`config.mk`:
```
export PLATFORM = sky130hd
export DESIGN_NAME = masked_rail_and
export DESIGN_NICKNAME = d
export VERILOG_FILES = /design/src/rtl/mrail_pkg.sv /design/src/rtl/mask_sr.sv /design/src/rtl/rail_and_lane.sv /design/src/rtl/masked_rail_and.sv
export SDC_FILE = /design/constraint.sdc
export NUM_CORES = 1
export LEC_CHECK = 0
export BUFFER_PORTS_ARGS = -buffer_cell sky130_fd_sc_hd__buf_2
export CAP_MARGIN = 20
export CORE_UTILIZATION = 57
export CTS_CLUSTER_SIZE = 25
export DETAILED_ROUTE_END_ITERATION = 10
export GPL_ROUTABILITY_DRIVEN = 0
export PLACE_DENSITY = 0.86
export SYNTH_ARGS = -nofsm -noshare
export SYNTH_HDL_FRONTEND = slang
export SYNTH_SLANG_ARGS = --single-unit
```
`constraint.sdc`:
```
create_clock -name clk -period 2.5 [get_ports clk]
set_input_delay 0.625 -clock clk [delete_from_list [all_inputs] [get_ports clk]]
set_output_delay 0.625 -clock clk [all_outputs]
set_load 0.02 [all_outputs]
```
`src/rtl/mrail_pkg.sv`:
```
package mrail_pkg;

    typedef enum logic {
        PH_PRE  = 1'b0,
        PH_EVAL = 1'b1
    } phase_e;

    function automatic logic maj3(input logic x, input logic y, input logic r);
        return (x & y) | (x & r) | (y & r);
    endfunction

endpackage

```
`src/rtl/mask_sr.sv`:
```
module mask_sr #(
    parameter int             LEN  = 89,
    parameter int             TAP  = 38,
    parameter logic [LEN-1:0] SEED = 89'h1_2345_6789_ABCD_EF01_2345
) (
    input  logic           clk,
    input  logic           rst_n,
    input  logic           advance,
    output logic [LEN-1:0] state_q,
    output logic [LEN-1:0] state_nx
);
    localparam int HI_IDX  = LEN - 1;
    localparam int TAP_IDX = TAP - 1;

    logic [LEN-1:0] state_d;

    always_comb begin
        state_nx = {state_q[LEN-2:0], state_q[HI_IDX] ^ state_q[TAP_IDX]};
        state_d  = advance ? state_nx : state_q;
    end

    always_ff @(posedge clk) begin
        if (!rst_n) state_q <= SEED;
        else        state_q <= state_d;
    end
endmodule

```
`src/rtl/rail_and_lane.sv`:
```
module rail_and_lane
    import mrail_pkg::*;
(
    input  logic eval_on,
    input  logic a,
    input  logic b,
    input  logic m,
    output logic a_t,
    output logic a_f,
    output logic b_t,
    output logic b_f,
    output logic m_t,
    output logic m_f,
    output logic q_t,
    output logic q_f
);
    always_comb begin
        a_t = eval_on & (a ^ m);
        a_f = eval_on & ~(a ^ m);
        b_t = eval_on & (b ^ m);
        b_f = eval_on & ~(b ^ m);
        m_t = eval_on & m;
        m_f = eval_on & ~m;
        q_t = maj3(a_t, b_t, m_t);
        q_f = maj3(a_f, b_f, m_f);
    end
endmodule

```
`src/rtl/masked_rail_and.sv`:
```
module masked_rail_and
    import mrail_pkg::*;
#(
    parameter int                LANES  = 32,
    parameter int                SR_LEN = 89,
    parameter int                SR_TAP = 38,
    parameter logic [SR_LEN-1:0] SEED   = 89'h1_2345_6789_ABCD_EF01_2345
) (
    input  logic             clk,
    input  logic             rst_n,
    input  logic             evaluate,
    input  logic [LANES-1:0] opa,
    input  logic [LANES-1:0] opb,
    output logic [LANES-1:0] q_true,
    output logic [LANES-1:0] q_comp,
    output logic [LANES-1:0] plain_q
);
    localparam int MASK_W = LANES;

    typedef struct packed {
        phase_e              ph;
        logic [LANES-1:0]    a;
        logic [LANES-1:0]    b;
        logic [MASK_W-1:0]   mask;
        logic [LANES-1:0]    qt;
        logic [LANES-1:0]    qf;
        logic [LANES-1:0]    plain;
    } state_t;

    state_t st_d, st_q;

    logic              eval_ph;
    logic              start_op;
    logic [SR_LEN-1:0] sr_state;
    logic [SR_LEN-1:0] sr_next;

    logic [LANES-1:0] rail_at, rail_af, rail_bt, rail_bf, rail_mt, rail_mf;
    logic [LANES-1:0] lane_qt, lane_qf;

    assign eval_ph  = (st_q.ph == PH_EVAL);
    assign start_op = (st_q.ph == PH_PRE) && evaluate;

    mask_sr #(
        .LEN  (SR_LEN),
        .TAP  (SR_TAP),
        .SEED (SEED)
    ) u_sr (
        .clk      (clk),
        .rst_n    (rst_n),
        .advance  (start_op),
        .state_q  (sr_state),
        .state_nx (sr_next)
    );

    for (genvar i = 0; i < LANES; i++) begin : g_lane
        rail_and_lane u_lane (
            .eval_on (eval_ph),
            .a       (st_q.a[i]),
            .b       (st_q.b[i]),
            .m       (st_q.mask[i]),
            .a_t     (rail_at[i]),
            .a_f     (rail_af[i]),
            .b_t     (rail_bt[i]),
            .b_f     (rail_bf[i]),
            .m_t     (rail_mt[i]),
            .m_f     (rail_mf[i]),
            .q_t     (lane_qt[i]),
            .q_f     (lane_qf[i])
        );
    end

    always_comb begin
        st_d    = st_q;
        st_d.ph = evaluate ? PH_EVAL : PH_PRE;
        if (start_op) begin
            st_d.a    = opa;
            st_d.b    = opb;
            st_d.mask = sr_next[MASK_W-1:0];
        end
        st_d.qt = lane_qt;
        st_d.qf = lane_qf;
        if (eval_ph) begin
            st_d.plain = lane_qt ^ st_q.mask;
        end
    end

    always_ff @(posedge clk) begin
        if (!rst_n) st_q <= '0;
        else        st_q <= st_d;
    end

    assign q_true  = st_q.qt;
    assign q_comp  = st_q.qf;
    assign plain_q = st_q.plain;
endmodule

```
After elaboration in Yosys (flattened, before gate mapping)
Index checks and enable logic that the tools add are counted.

word-level totals
  register bits = 282
  output and inout port bits = 96

operators by class
  mux-type cells = 1
  bitwise gates (word level) = 675
  reduce and logical (&&, ||, !) cells = 1

operators with widths
  cell                number
  1-bit bitwise AND   384
  1-bit bitwise OR    128
  1-bit NOT           97
  1-bit bitwise XOR   65
  32-bit bitwise XOR  1
  1-bit logical AND   1
  1-bit two-way mux   1

Depth between registers and ports, before layout
Gate-level depths: netlist of the first run.

  word-level depth = 6
  depth in mapped cells = 6
  mapped depth without buffers = 3

By module
Synthesis of the first run repeated with hierarchy kept, for this count alone.

unflattened totals
  cells, all modules = 1614
  area total of the unflattened synthesis = 14004.7 sq um

by module, submodules not included
  module           times used  cells each  area each (sq um)
  masked_rail_and  1           789         7334.5
  mask_sr          1           377         4027.6
  rail_and_lane    32          14          82.6

Worst setup path before layout of the first run
OpenSTA, ideal clock, no wires.

  path kind = input to register
  start = in evaluate
  end = reg st_q[96] (netlist bit)
  arrival time = 1.361 ns
  data required time = 2.384 ns
  path slack = 1.023 ns
  cell stages on the path = 6
  path buffers = 3
  cell sequence = nor2b_1 -> buf_2 -> buf_4 -> buf_4 -> o21ai_0 -> nor2_1

between the ends
  cells in the longest elaborated chain, start to end = 1

ends and longest elaborated chain
  element               line                   source
  start, declared       masked_rail_and.sv:11  input logic evaluate,
  1-bit logical AND     masked_rail_and.sv:41  assign start_op = (st_q.ph == PH_PRE) && evaluate;
  end signal, assigned  masked_rail_and.sv:89  else st_q <= st_d;
  end, declared         masked_rail_and.sv:30  state_t st_d, st_q;

Every way passes these cells.
A chain may end at the register's enable or synchronous reset.

Worst setup path after layout of the first run
  start = reg st_q, in the netlist eval_ph
  end = reg u_sr.state_q[59]

between the ends
  cells in the longest elaborated chain, start to end = 2

ends and longest elaborated chain
  element               line                   source
  1-bit NOT             masked_rail_and.sv:41
  1-bit logical AND     masked_rail_and.sv:41
  end signal, assigned  mask_sr.sv:24          else state_q <= state_d;
  end, declared         mask_sr.sv:9           output logic [LEN-1:0] state_q,

Every way passes these cells.

==> results of run 1 <==
==> final timing paths <==
check | startpoint | end | cells after the start
setup / recovery | eval_ph | u_sr.state_q[59] | 5
hold / removal | opa[30] | st_q[190] | 3
setup reg to reg | eval_ph | u_sr.state_q[59] | 5
hold reg to reg | u_sr.state_q[83] | u_sr.state_q[84] | 2
==> power breakdown <==
part	total, mW	internal [mW]	switching, mW	leakage, nW
logic	0.606	0.246	0.360	2.08
registers	4.50	4.39	0.106	2.16
clock network	3.82	2.28	1.54	0.424
total	8.92	6.92	2.01	4.67
==> worst min-delay path: cells and delay by family <==
kind / cells / cell delay (ns)
AOI/OAI and AO/OA: 1 / 0.05
buffers and inverters: 1 / 0.09
and+or+nand+nor: 1 / 0.04
==> state kept, by name, summed over array words and instances (netlist names) <==
name	flops
u_sr.state_q	71
st_q	96
eval_ph	1
q_comp	32
plain_q	32
q_true	32
==> cell type report <==
cell class	instances	area [um^2]	area share (%)
clock buffers	38	787	7.08
multi-input cells	716	3720	33.5
flip-flops and latches	264	5290	47.6
repair buffers	174	978	8.81
clock inverters	6	65.1	0.586
well taps	216	270	2.43
==> per-stage QoR <==
| stage | instance area [um^2] | util, % |
|---|---|---|
| 6_report | 11100 | 69.7 |
| 5_1_grt | 11100 | 69.7 |
| 4_1_cts | 11100 | 69.7 |
| 3_5_place_dp | 10300 | 64.4 |
| 3_3_place_gp | 10300 | 64.4 |
| 2_1_floorplan | 9340 | - |
==> metal layers <==
metal / share of wire, % / up-vias
met4: 2.3 / 0
li1: - / 3616
met5: 0 / -
met3: 4.3 / 34
met2: 49 / 173
met1: 45 / 3245
==> cells in the mapped netlist <==
library cell	number
sky130_fd_sc_hd__dfxtp_1	264
sky130_fd_sc_hd__clkbuf_1	27
sky130_fd_sc_hd__nor2_1	35
sky130_fd_sc_hd__buf_2	29
sky130_fd_sc_hd__nand2b_1	33
sky130_fd_sc_hd__o21ai_1	1
sky130_fd_sc_hd__nand2_1	350
sky130_fd_sc_hd__and3_1	1
sky130_fd_sc_hd__and2_1	1
sky130_fd_sc_hd__buf_4	14
sky130_fd_sc_hd__nand3_1	70
sky130_fd_sc_hd__nor2b_1	32
sky130_fd_sc_hd__a21boi_0	105
sky130_fd_sc_hd__o21ai_0	1
sky130_fd_sc_hd__xor2_1	33
sky130_fd_sc_hd__a21boi_1	54
==> kinds of logic after synthesis <==
logic type | after synthesis | share of synthesized area (%)
AOI/OAI and AO/OA | 161 | 12.9
xor gates and xnor gates | 33 | 3.09
buffers and inverters | 70 | 3.76
DFF | 264 | 56.6
and+or+nand+nor | 522 | 23.7
==> impl_metrics.ini, run 1 <==
[outcome]
status = completed

[setup_path]
timing.critical_path.buf_inv = 2
timing.critical_path.max_delay_family = buffers and inverters
critical_path_peak_fanout = 32
worst_setup_path_start_kind = flip-flop
regToRegSetupSlack_ns = 0.75
timing.critical_path.arrival_ns = 2.19
crit_path_class = reg2reg
worst-endpoint-required_ns = 2.94
timing.critical_path.to_type = flip-flop
worst_path_max_delay_cell = sky130_fd_sc_hd__nor2b_4
peak_per_stage_delay_on_the_critical_path_ns = 0.41
critical_path.cell_chain = buf_4, nor2b_4, buf_4, nand2_1, a21boi_1
crit_path_frequent_cell = sky130_fd_sc_hd__buf_4

[grt]
first_pass_grt_wire_length_um = 30000
global_route.usage.total_pct = 21.7
grt_pass1_vias = 6212
total_global_routing_overflow = 0
antenna_violations_before_repair = 0
maximum_number_of_pins_on_one_net_before_global_route_repair = 132
use_met1_pct = 28.3
met3_usage_pct = 3.24
grt-busiest-layer = met2
global_route.usage.met2_pct = 36.8

[detailed_routing]
routed-via-count = 7068
dr.pass1.iters = 5
drt-total-wl_um = 18500
route.detailed.vias_per_inst = 5.00
detail_route.wl_per_cell_um = 13.1
initialDrtViolationCount = 483
post_detailed_route_drc_marker_count = 0
drtAntennaViolNets = 0

[synth]
syn-mean-instance-area_um2 = 8.90
synth_cell_type_count = 16
synth.ff_latch_count = 264
post-synth-top-area-fraction_pct = 56.6
syn_nets = 1117
netlist_top_cells_area = sky130_fd_sc_hd__dfxtp_1 (57%), sky130_fd_sc_hd__nand2_1 (14%), sky130_fd_sc_hd__a21boi_0 (8.4%), sky130_fd_sc_hd__a21boi_1 (4.3%), sky130_fd_sc_hd__nand3_1 (3.7%)
synth.yosys.warnings = 0
yosys.area.top_type = sky130_fd_sc_hd__dfxtp_1
synth.yosys.seq_area_share_pct = 56.6
total_standard_cell_area_after_synthesis_um2 = 9340
post_synthesis_cells = 1050

[layout]
layout_common_cells = sky130_fd_sc_hd__nand2_1 (349), sky130_fd_sc_hd__dfxtp_1 (263), sky130_fd_sc_hd__buf_2 (161)
fillerInstances = 1206
layout_area_growth_over_synthesis_pct = 18.9
diodes_inserted = 0
layoutNonFillerInstCount = 1414
finish.net_count = 1249
post_route_cells_drive_above_1_share_pct = 18.2
layout.cells.most_common = sky130_fd_sc_hd__nand2_1

[placement]
placement.setup.worst_slack_ns = 0.632
io_buffers = 162
post-place-cells = 1370
detailedPlacementHpwl_um = 11400

[clock_network]
cts_resized = 0
hold_buf_count_cts = 0
cts_root_buffer = sky130_fd_sc_hd__clkbuf_16
clkLatencyLatePin_ns = 0.52
cts.clk_slew.worst_paths_ns = 0.06
cts_tree = done
clock_sinks = 264
tritoncts.num_buffers = 26
postCtsSetupRepairBufs = 0
cts_buffer_depth = 3
h_tree_levels = 1

[sta]
relSlewSlack_pct = 69.8
clock.fmax_mhz = 570
slew_viol_final = 0
finClkSkew_ns = 0.00966
report.final.hold_viol_count = 0
unrepaired_setup_endpoints_after_global_routing = false
tightestPinTransition_ns = 0.453
timing.final.setup_violations = 0
final.setup.worst_slack_ns = 0.745
finalWorstPathRequiredPeriod_ns = 1.75
worst_hold_slack_ns = 0.348
post_route_setup_tns_ns = 0
period_share_pct = 70.2

[die]
die_h_um = 130
row_count = 46
initial_utilization_pct = 58.6
core_um2 = 15900
dieArea_um2 = 16900
num_io_pins = 163
fp.dieW_um = 130

[pwr]
post-layout-total-power_mw = 8.93
worst_ir_drop_vdd_mv = 0.616
powerDensity_nw_per_um2 = 803
power_leakage_nw = 4.67

[min_path]
holdCritPathClass = in2reg

[job]
max_cap_violations = 0
No activity file was read; power rests on OpenSTA's default activity.
==> run 2: changes to the inputs <==
--- a/config.mk
+++ b/config.mk
@@ -7,11 +7,11 @@
 export LEC_CHECK = 0
 export BUFFER_PORTS_ARGS = -buffer_cell sky130_fd_sc_hd__buf_2
 export CAP_MARGIN = 20
-export CORE_UTILIZATION = 57
+export CORE_UTILIZATION = 55
 export CTS_CLUSTER_SIZE = 25
 export DETAILED_ROUTE_END_ITERATION = 10
 export GPL_ROUTABILITY_DRIVEN = 0
-export PLACE_DENSITY = 0.86
+export PLACE_DENSITY = 0.84
 export SYNTH_ARGS = -nofsm -noshare
 export SYNTH_HDL_FRONTEND = slang
 export SYNTH_SLANG_ARGS = --single-unit
==> constraint.sdc (replaced) <==
create_clock -name clk -period 1.7 [get_ports clk]
set_input_delay 0.425 -clock clk [delete_from_list [all_inputs] [get_ports clk]]
set_output_delay 0.425 -clock clk [all_outputs]
set_load 0.02 [all_outputs]
==> impl_metrics.ini, run 2 (synthesis results as in run 1) <==
[setup_path]
crit-reg2reg-capture = q_comp[2]
timing.critical_path.buf_inv = 1
regToRegSetupSlack_ns = 0.33
timing.critical_path.arrival_ns = 1.06
timing.critical_path.depth = 1
worst_setup_path_start_kind = flip-flop
critical_path.cell_chain = buf_2
critical_path_peak_fanout = 2
r2r_cells = 4
rr_startpoint = eval_ph
timing.critical_path.max_delay_family = flip-flops
peak_per_stage_delay_on_the_critical_path_ns = 0.36
crit_path_class = reg2out
timing.critical_path.to_type = output pin
worst_path_max_delay_cell = sky130_fd_sc_hd__dfxtp_1
worst-endpoint-required_ns = 1.27

[sta]
post_route_setup_tns_ns = 0
relSlewSlack_pct = 75.2
timing.final.setup_violations = 0
report.final.hold_viol_count = 0
final.setup.worst_slack_ns = 0.215
worst_hold_slack_ns = 0.145
finClkSkew_ns = 0.0113
unrepaired_setup_endpoints_after_global_routing = false
tightestPinTransition_ns = 0.372
clock.fmax_mhz = 673
period_share_pct = 87.4
slew_viol_final = 0
finalWorstPathRequiredPeriod_ns = 1.49

[pwr]
worst_ir_drop_vdd_mv = 0.822
powerDensity_nw_per_um2 = 1200
post-layout-total-power_mw = 13.5
power_leakage_nw = 4.74

[clock_network]
clkLatencyLatePin_ns = 0.52
cts_resized = 0
postCtsSetupRepairBufs = 0
clock_sinks = 264
cts_root_buffer = sky130_fd_sc_hd__clkbuf_16
tritoncts.num_buffers = 26
cts.clk_slew.worst_paths_ns = 0.06
h_tree_levels = 1
hold_buf_count_cts = 0
cts_buffer_depth = 3
cts_tree = done

[layout]
post_route_cells_drive_above_1_share_pct = 18.8
diodes_inserted = 0
layoutNonFillerInstCount = 1428
layout_area_growth_over_synthesis_pct = 20.5
regMostFlops = st_q
utilization_pct = 67.9
layout_common_cells = sky130_fd_sc_hd__nand2_1 (349), sky130_fd_sc_hd__dfxtp_1 (263), sky130_fd_sc_hd__buf_2 (161)
finish.net_count = 1257
fin_area_um2 = 11300
largest_register_ffs = 96
reg.largest.list = st_q: 96 flops, u_sr.state_q: 71 flops
layout.cells.most_common = sky130_fd_sc_hd__nand2_1
fillerInstances = 1311

[detailed_routing]
initialDrtViolationCount = 503
routed-via-count = 7053
drt-total-wl_um = 18800
post_detailed_route_drc_marker_count = 0
route.detailed.vias_per_inst = 4.94
detail_route.wl_per_cell_um = 13.2
drtAntennaViolNets = 0
dr.pass1.iters = 4

[min_path]
hold-path-cell-count = 3
min-delay-start = opa[27]
whs_endpoint = st_q[187]
holdCritPathClass = in2reg

[die]
initial_utilization_pct = 56.3
dieArea_um2 = 17500
core_um2 = 16600
row_count = 47
die_h_um = 132
num_io_pins = 163
fp.dieW_um = 132

[grt]
antenna_violations_before_repair = 0
maximum_number_of_pins_on_one_net_before_global_route_repair = 84
first_pass_grt_wire_length_um = 31600
total_global_routing_overflow = 0
global_route.usage.total_pct = 21.7
grt_pass1_vias = 6681

[placement]
detailedPlacementHpwl_um = 12000
detailed_place.area_um2 = 10400
io_buffers = 162
placement.setup.worst_slack_ns = 0.204
post-place-cells = 1382

[outcome]
status = completed

[job]
max_cap_violations = 0
## run 2: layout make-up
type	instances	area, um^2	share of cell area, %
clock buffer	38	777	6.90
clock inverter	8	118	1.04
multi-input combinational	716	3720	33.1
sequential	264	5290	47.0
tap	220	275	2.45
timing repair buffer	182	1080	9.56
## run 2: worst max-delay path by stage
stage	from	endpoint	slack, ns
floorplan	evaluate	st_q[96]	0.42
global placement	evaluate	st_q[157]	0.26
detailed placement	evaluate	st_q[112]	0.20
CTS	plain_q[22]	plain_q[22]	0.19
global route	plain_q[22]	plain_q[22]	0.17
finish	plain_q[22]	plain_q[22]	0.21
## run 2: report_power, final
| part | internal (mW) | switching [mW] | leakage [nW] | total [mW] |
|---|---|---|---|---|
| logic | 0.386 | 0.533 | 2.14 | 0.919 |
| registers | 6.46 | 0.157 | 2.16 | 6.62 |
| clock network | 3.61 | 2.33 | 0.440 | 5.94 |
## run 2: layer usage
| layer | share of wire, % | up-vias | global-route usage (%) |
|---|---|---|---|
| met3 | 4.0 | 33 | 3.81 |
| met5 | 0 | - | 0 |
| met1 | 45 | 3244 | 27.9 |
| met4 | 2.4 | 0 | 6.70 |
| li1 | - | 3629 | - |
| met2 | 48 | 147 | 37.1 |
